$ cat src/rtl/gpio_irq_pkg.sv
package gpio_irq_pkg;

  typedef enum logic [2:0] {
    TRIG_LEVEL_LO = 3'd0,
    TRIG_LEVEL_HI = 3'd1,
    TRIG_EDGE_FALL = 3'd2,
    TRIG_EDGE_RISE = 3'd3,
    TRIG_EDGE_ANY = 3'd4
  } trig_mode_e;

  function automatic trig_mode_e trig_decode(input logic level, input logic both, input logic pol);
    trig_mode_e m;
    if (level)      m = pol ? TRIG_LEVEL_HI : TRIG_LEVEL_LO;
    else if (both)  m = TRIG_EDGE_ANY;
    else            m = pol ? TRIG_EDGE_RISE : TRIG_EDGE_FALL;
    return m;
  endfunction

endpackage

$ cat src/rtl/gpio_rst_sync.sv
module gpio_rst_sync (
  input  logic clk,
  input  logic rst_n,
  output logic rst_sync_n
);
  logic [1:0] stage_q;

  always_ff @(posedge clk or negedge rst_n) begin
    if (!rst_n) stage_q <= 2'b00;
    else        stage_q <= {stage_q[0], 1'b1};
  end

  assign rst_sync_n = stage_q[1];
endmodule

$ cat src/rtl/gpio_pin_event.sv
module gpio_pin_event
  import gpio_irq_pkg::*;
(
  input  logic clk,
  input  logic rst_n,
  input  logic pin,
  input  logic level_sel,
  input  logic both_sel,
  input  logic pol_sel,
  output logic evt
);
  logic       pin_q;
  trig_mode_e mode;

  // previous-sample register, refreshed every cycle
  always_ff @(posedge clk or negedge rst_n) begin
    if (!rst_n) pin_q <= 1'b0;
    else        pin_q <= pin;
  end

  always_comb begin
    mode = trig_decode(level_sel, both_sel, pol_sel);
    unique case (mode)
      TRIG_LEVEL_LO:  evt = ~pin;
      TRIG_LEVEL_HI:  evt = pin;
      TRIG_EDGE_FALL: evt = pin_q & ~pin;
      TRIG_EDGE_RISE: evt = ~pin_q & pin;
      TRIG_EDGE_ANY:  evt = pin_q ^ pin;
      default:        evt = 1'b0;
    endcase
  end
endmodule

$ cat src/rtl/gpio_status_reg.sv
module gpio_status_reg #(
  parameter int NPINS = 8
) (
  input  logic             clk,
  input  logic             rst_n,
  input  logic [NPINS-1:0] evt,
  input  logic             clr_we,
  input  logic [NPINS-1:0] clr_bits,
  output logic [NPINS-1:0] raw_q
);
  logic [NPINS-1:0] clr_mask;
  logic [NPINS-1:0] raw_d;
  logic             upd_en;

  always_comb begin
    clr_mask = clr_we ? clr_bits : '0;
    raw_d    = (raw_q & ~clr_mask) | evt;   // set has priority
    upd_en   = clr_we | (|evt);
  end

  always_ff @(posedge clk or negedge rst_n) begin
    if (!rst_n)      raw_q <= '0;
    else if (upd_en) raw_q <= raw_d;
  end

  AST_STICKY_HOLD: assert property (@(posedge clk) disable iff (!rst_n)
    1'b1 |=> ((($past(raw_q) & ~$past(clr_mask)) & ~raw_q) == '0));
  AST_EVENT_SETS: assert property (@(posedge clk) disable iff (!rst_n)
    1'b1 |=> (($past(evt) & ~raw_q) == '0));
  AST_CLEAR_DROPS: assert property (@(posedge clk) disable iff (!rst_n)
    1'b1 |=> ((raw_q & $past(clr_mask & ~evt)) == '0));
endmodule

$ cat src/rtl/gpio_irq_combine.sv
module gpio_irq_combine #(
  parameter int NPINS = 8
) (
  input  logic [NPINS-1:0] raw,
  input  logic [NPINS-1:0] mask,
  output logic [NPINS-1:0] masked,
  output logic             irq
);
  always_comb begin
    masked = raw & mask;
    irq    = |masked;
  end
endmodule

$ cat src/rtl/gpio_irq_detect.sv
module gpio_irq_detect #(
  parameter int NPINS = 8
) (
  input  logic             clk,
  input  logic             rst_n,
  input  logic [NPINS-1:0] pin_in,
  input  logic [NPINS-1:0] cfg_level,
  input  logic [NPINS-1:0] cfg_both,
  input  logic [NPINS-1:0] cfg_pol,
  input  logic [NPINS-1:0] cfg_mask,
  input  logic             clr_we,
  input  logic [NPINS-1:0] clr_bits,
  output logic [NPINS-1:0] raw_status,
  output logic [NPINS-1:0] masked_status,
  output logic             irq
);
  logic             rst_sync_n;
  logic [NPINS-1:0] evt_vec;

  gpio_rst_sync u_rst (
    .clk        (clk),
    .rst_n      (rst_n),
    .rst_sync_n (rst_sync_n)
  );

  for (genvar i = 0; i < NPINS; i++) begin : g_pin
    gpio_pin_event u_evt (
      .clk       (clk),
      .rst_n     (rst_sync_n),
      .pin       (pin_in[i]),
      .level_sel (cfg_level[i]),
      .both_sel  (cfg_both[i]),
      .pol_sel   (cfg_pol[i]),
      .evt       (evt_vec[i])
    );
  end

  gpio_status_reg #(.NPINS(NPINS)) u_status (
    .clk      (clk),
    .rst_n    (rst_sync_n),
    .evt      (evt_vec),
    .clr_we   (clr_we),
    .clr_bits (clr_bits),
    .raw_q    (raw_status)
  );

  gpio_irq_combine #(.NPINS(NPINS)) u_comb (
    .raw    (raw_status),
    .mask   (cfg_mask),
    .masked (masked_status),
    .irq    (irq)
  );

  AST_LEVEL_HIGH: assert property (@(posedge clk) disable iff (!rst_sync_n)
    1'b1 |=> (($past(cfg_level & cfg_pol & pin_in) & ~raw_status) == '0));
  AST_LEVEL_LOW: assert property (@(posedge clk) disable iff (!rst_sync_n)
    1'b1 |=> (($past(cfg_level & ~cfg_pol & ~pin_in) & ~raw_status) == '0));
  AST_RESET_QUIET: assert property (@(posedge clk)
    !rst_sync_n |-> (raw_status == '0 && !irq));
endmodule

$ cat config.mk
export PLATFORM = sky130hd
export DESIGN_NAME = gpio_irq_detect
export DESIGN_NICKNAME = d
export VERILOG_FILES = /design/src/rtl/gpio_irq_pkg.sv /design/src/rtl/gpio_rst_sync.sv /design/src/rtl/gpio_pin_event.sv /design/src/rtl/gpio_status_reg.sv /design/src/rtl/gpio_irq_combine.sv /design/src/rtl/gpio_irq_detect.sv
export SDC_FILE = /design/constraint.sdc
export NUM_CORES = 1
export LEC_CHECK = 0
export ABC_AREA = 1
export BUFFER_PORTS_ARGS = -buffer_cell sky130_fd_sc_hd__buf_4
export CELL_PAD_IN_SITES_DETAIL_PLACEMENT = 0
export CELL_PAD_IN_SITES_GLOBAL_PLACEMENT = 2
export CORE_UTILIZATION = 22
export DETAILED_ROUTE_END_ITERATION = 10
export PLACE_DENSITY = 0.8
export SLEW_MARGIN = 5
export SYNTH_ARGS = -nofsm -noshare
export SYNTH_HDL_FRONTEND = slang
export SYNTH_SLANG_ARGS = --single-unit
$ cat constraint.sdc
create_clock -name clk -period 1.6 [get_ports clk]
set_clock_uncertainty 0.05 [all_clocks]
set_input_delay 0.48 -clock clk [delete_from_list [all_inputs] [get_ports clk]]
set_output_delay 0.48 -clock clk [all_outputs]
set_load 0.01 [all_outputs]
==> results by group <==
Critical path
  – Slowest stage cell on the critical path: dfrtp_1
  – Critical-path maximum fanout: 2
  – Worst EP required: 1.07 ns
  – CP Data Arrival Time: 1.19 ns
  – Cell Chain, Critical Path: nand2_2 -> nand4_1 -> or2_4 -> buf_6
  – Worst Path Buf+Inv: 1
  – CP startpoint kind: flop
  – CP top delay family: simple AND/OR/NAND/NOR gates
  – CP max stage delay: 0.40 ns
  – Critical path class: reg2out
  – CP endpoint kind: primary output

Clock network
  – Clk buf depth: 2
  – Clock latency on the worst-skew pair: 0.26 ns
  – Root buffer cell: clkbuf_8
  – TritonCTS Sinks: 18
  – CTS H-Tree Depth: 1
  – CTS tree: built
  – TritonCTS buffer count: 3
  – Worst-path clk slew: 0.08 ns

Finish
  – Fillcell total: 604
  – Layout area overhead: 59.57%
  – Share of cells above drive strength 1: 33.09%
  – Multi-input logic area: 693.2 um2
  – Diode count: 0
  – Commonest non-fill, non-tap cell in the layout: buf_4
  – Final Cell Area: 2064 um2
  – Post-Route Utilization: 37.04%
  – Seq. cell area: 450.4 um2
  – Nets: 343
  – Most frequent cells in the layout: buf_4 (77), nand2_1 (74), inv_1 (44), dfrtp_1 (18), ha_1 (16)

Logic synthesis
  – XOR/XNOR Fraction of Synth Area: 2.031%
  – Synth Cell Area: 1294 um2
  – Register area share after synthesis: 34.82%
  – Synthesized area per cell: 6.738 um2
  – Distinct cells, synth: 12
  – Post-synthesis mux area share: 0%
  – Dominant cell type by area after synthesis: dfrtp_1
  – Top cell type's share of synthesized area: 34.82%
  – Post-Synthesis Net Count: 259
  – Seq cells post-synth: 18
  – Synth Area in Adders: 15.47%
  – Post-Syn Instances: 192
  – Compound-gate portion of the synthesized area: 3.095%
  – Synth Warn #: 0
  – Area contributors post-synth: dfrtp_1 (35%), nand2_1 (24%), ha_1 (15%), inv_1 (13%), a21oi_1 (3.1%)
  – Largest family of logic cells by synthesized area: simple AND/OR/NAND/NOR gates
  – Synthesized-area fraction occupied by and/or/nand/nor cells: 31.14%

STA
  – Final hold slack: 0.2376 ns
  – Final WS setup: -0.1249 ns
  – Final Hold Vio Count: 0
  – Fmax: 579.7 MHz
  – Slew HR: 53.70%
  – Finish-stage setup viols: 1
  – Fin crit share: 107.8%
  – Unrepaired setup endpoints after global routing: yes
  – Minimum clock period: 1.725 ns
  – Final Max Tran Viols: 0
  – Slew at the pin closest to its max-slew limit: 0.6945 ns

Job
  – Max_cap viols: 0

Placed design
  – Placer Congestion: 0.7150
  – Place WS: -0.1418 ns
  – Area after DPL: 1927 um2
  – Port bufs: 67
  – Post-DP HPWL: 2712 um

Die
  – Starting Density: 23.21%
  – Top Ports: 68
  – Core area: 5574 um2
  – Die height: 78.69 um
  – Row Count: 27
  – Chip Width: 78.69 um
  – Die area: 6191 um2

Routing
  – DR pass1 iterations: 4
  – Post-route ant nets: 0
  – DR vias: 1341
  – Overall routed net length: 3298 um
  – DRC: 0
  – Vias/cell: 3.865
  – WL per Instance: 9.504 um
  – DRT iter0 DRCs: 31

Min path
  – Worst hold path class: reg2async

GRT
  – Total track usage: 11.28%
  – Largest net degree at the start of global routing: 17
  – First-pass GRT wire length: 5533 um
  – Global route overflow: 0
  – Vias in the first global route: 1240
  – Initial antenna violation count: 0

Power
  – LEAKAGE: 1.254 nW
  – Peak supply drop: 642.0 uV
  – Power Density: 646.7 nW/um2

Status
  – Failing checks: setup timing
  – Status: complete, but fails checks
==> final timing paths <==
path,to,depth (start not counted),slack (ns),from
setup / recovery,irq,4,-0.12,u_status.raw_q[4]
hold / removal,u_status.raw_q[2],0,0.24,u_rst.stage_q[1]
setup reg to reg,u_status.raw_q[4],6,0.51,g_pin[4].u_evt.pin_q
hold reg to reg,u_status.raw_q[2],0,0.24,u_rst.stage_q[1]
max in group asynchronous,u_status.raw_q[6],0,0.81,u_rst.stage_q[1]
min in group clk,g_pin[7].u_evt.pin_q,1,0.30,pin_in[7]
==> metal layers <==
metal	part of all wire, %	vias up	GRT usage [%]
met4	0.52	0	1.111
met3	6.4	2	3.721
met2	45	35	18.78
li1	-	732	-
met1	48	572	14.52
met5	0	-	0
==> cells in the mapped netlist <==
cell     count
nand4_1      6
xor2_1       3
buf_2        1
conb_1       1
dfrtp_1     18
inv_1       44
a21oi_1      8
nand2_1     81
nand3_1      5
or2_2        1
nor2_1       8
ha_1        16
==> state kept, by name, summed over array words and instances, names as in the netlist <==
signal             cells
u_status.raw_q         8
g_pin.u_evt.pin_q      8
u_rst.stage_q          2
==> cell type report <==
type,instances,area share [%]
Multi-Input combinational cell,129,33.58
Timing Repair Buffer,80,29.58
Sequential cell,18,21.82
Inverter,44,8.000
Tap cell,72,4.364
Clock buffer,4,2.667
==> cells by family after synthesis <==
family          Yosys count
compound gates            8
xor+xnor                  3
fa+ha+maj                16
buf+inv                  45
flops                    18
other cells               1
simple gates            101
==> timing repair <==
item / in CTS / in global routing
hold buffers: 1 / 0
resized for setup: 6 / 4
buffers inserted: 3 / 4
hold endpoints to repair: 2 / 0
gates cloned: 0 / 0
setup endpoints to repair: 1 / 2
pin swaps: 2 / 4
==> metrics by stage <==
step                      setup TNS (ns)  std cells  power (mW)
after floorplan                        0        192      0.6884
after global routing             -0.1851        347       1.441
after detailed placement         -0.1418        336      0.9314
after global placement           -0.1381        336      0.9319
after CTS                        -0.1400        344       1.345
final                            -0.1249        347       1.335
==> power breakdown <==
group	switching (mW)	leakage, nW	total, mW	internal (mW)
clock	0.163	0.0288	0.381	0.219
combinational	0.190	1.03	0.434	0.244
sequential	0.0293	0.197	0.519	0.490
Power figures use the tool's default switching activity.
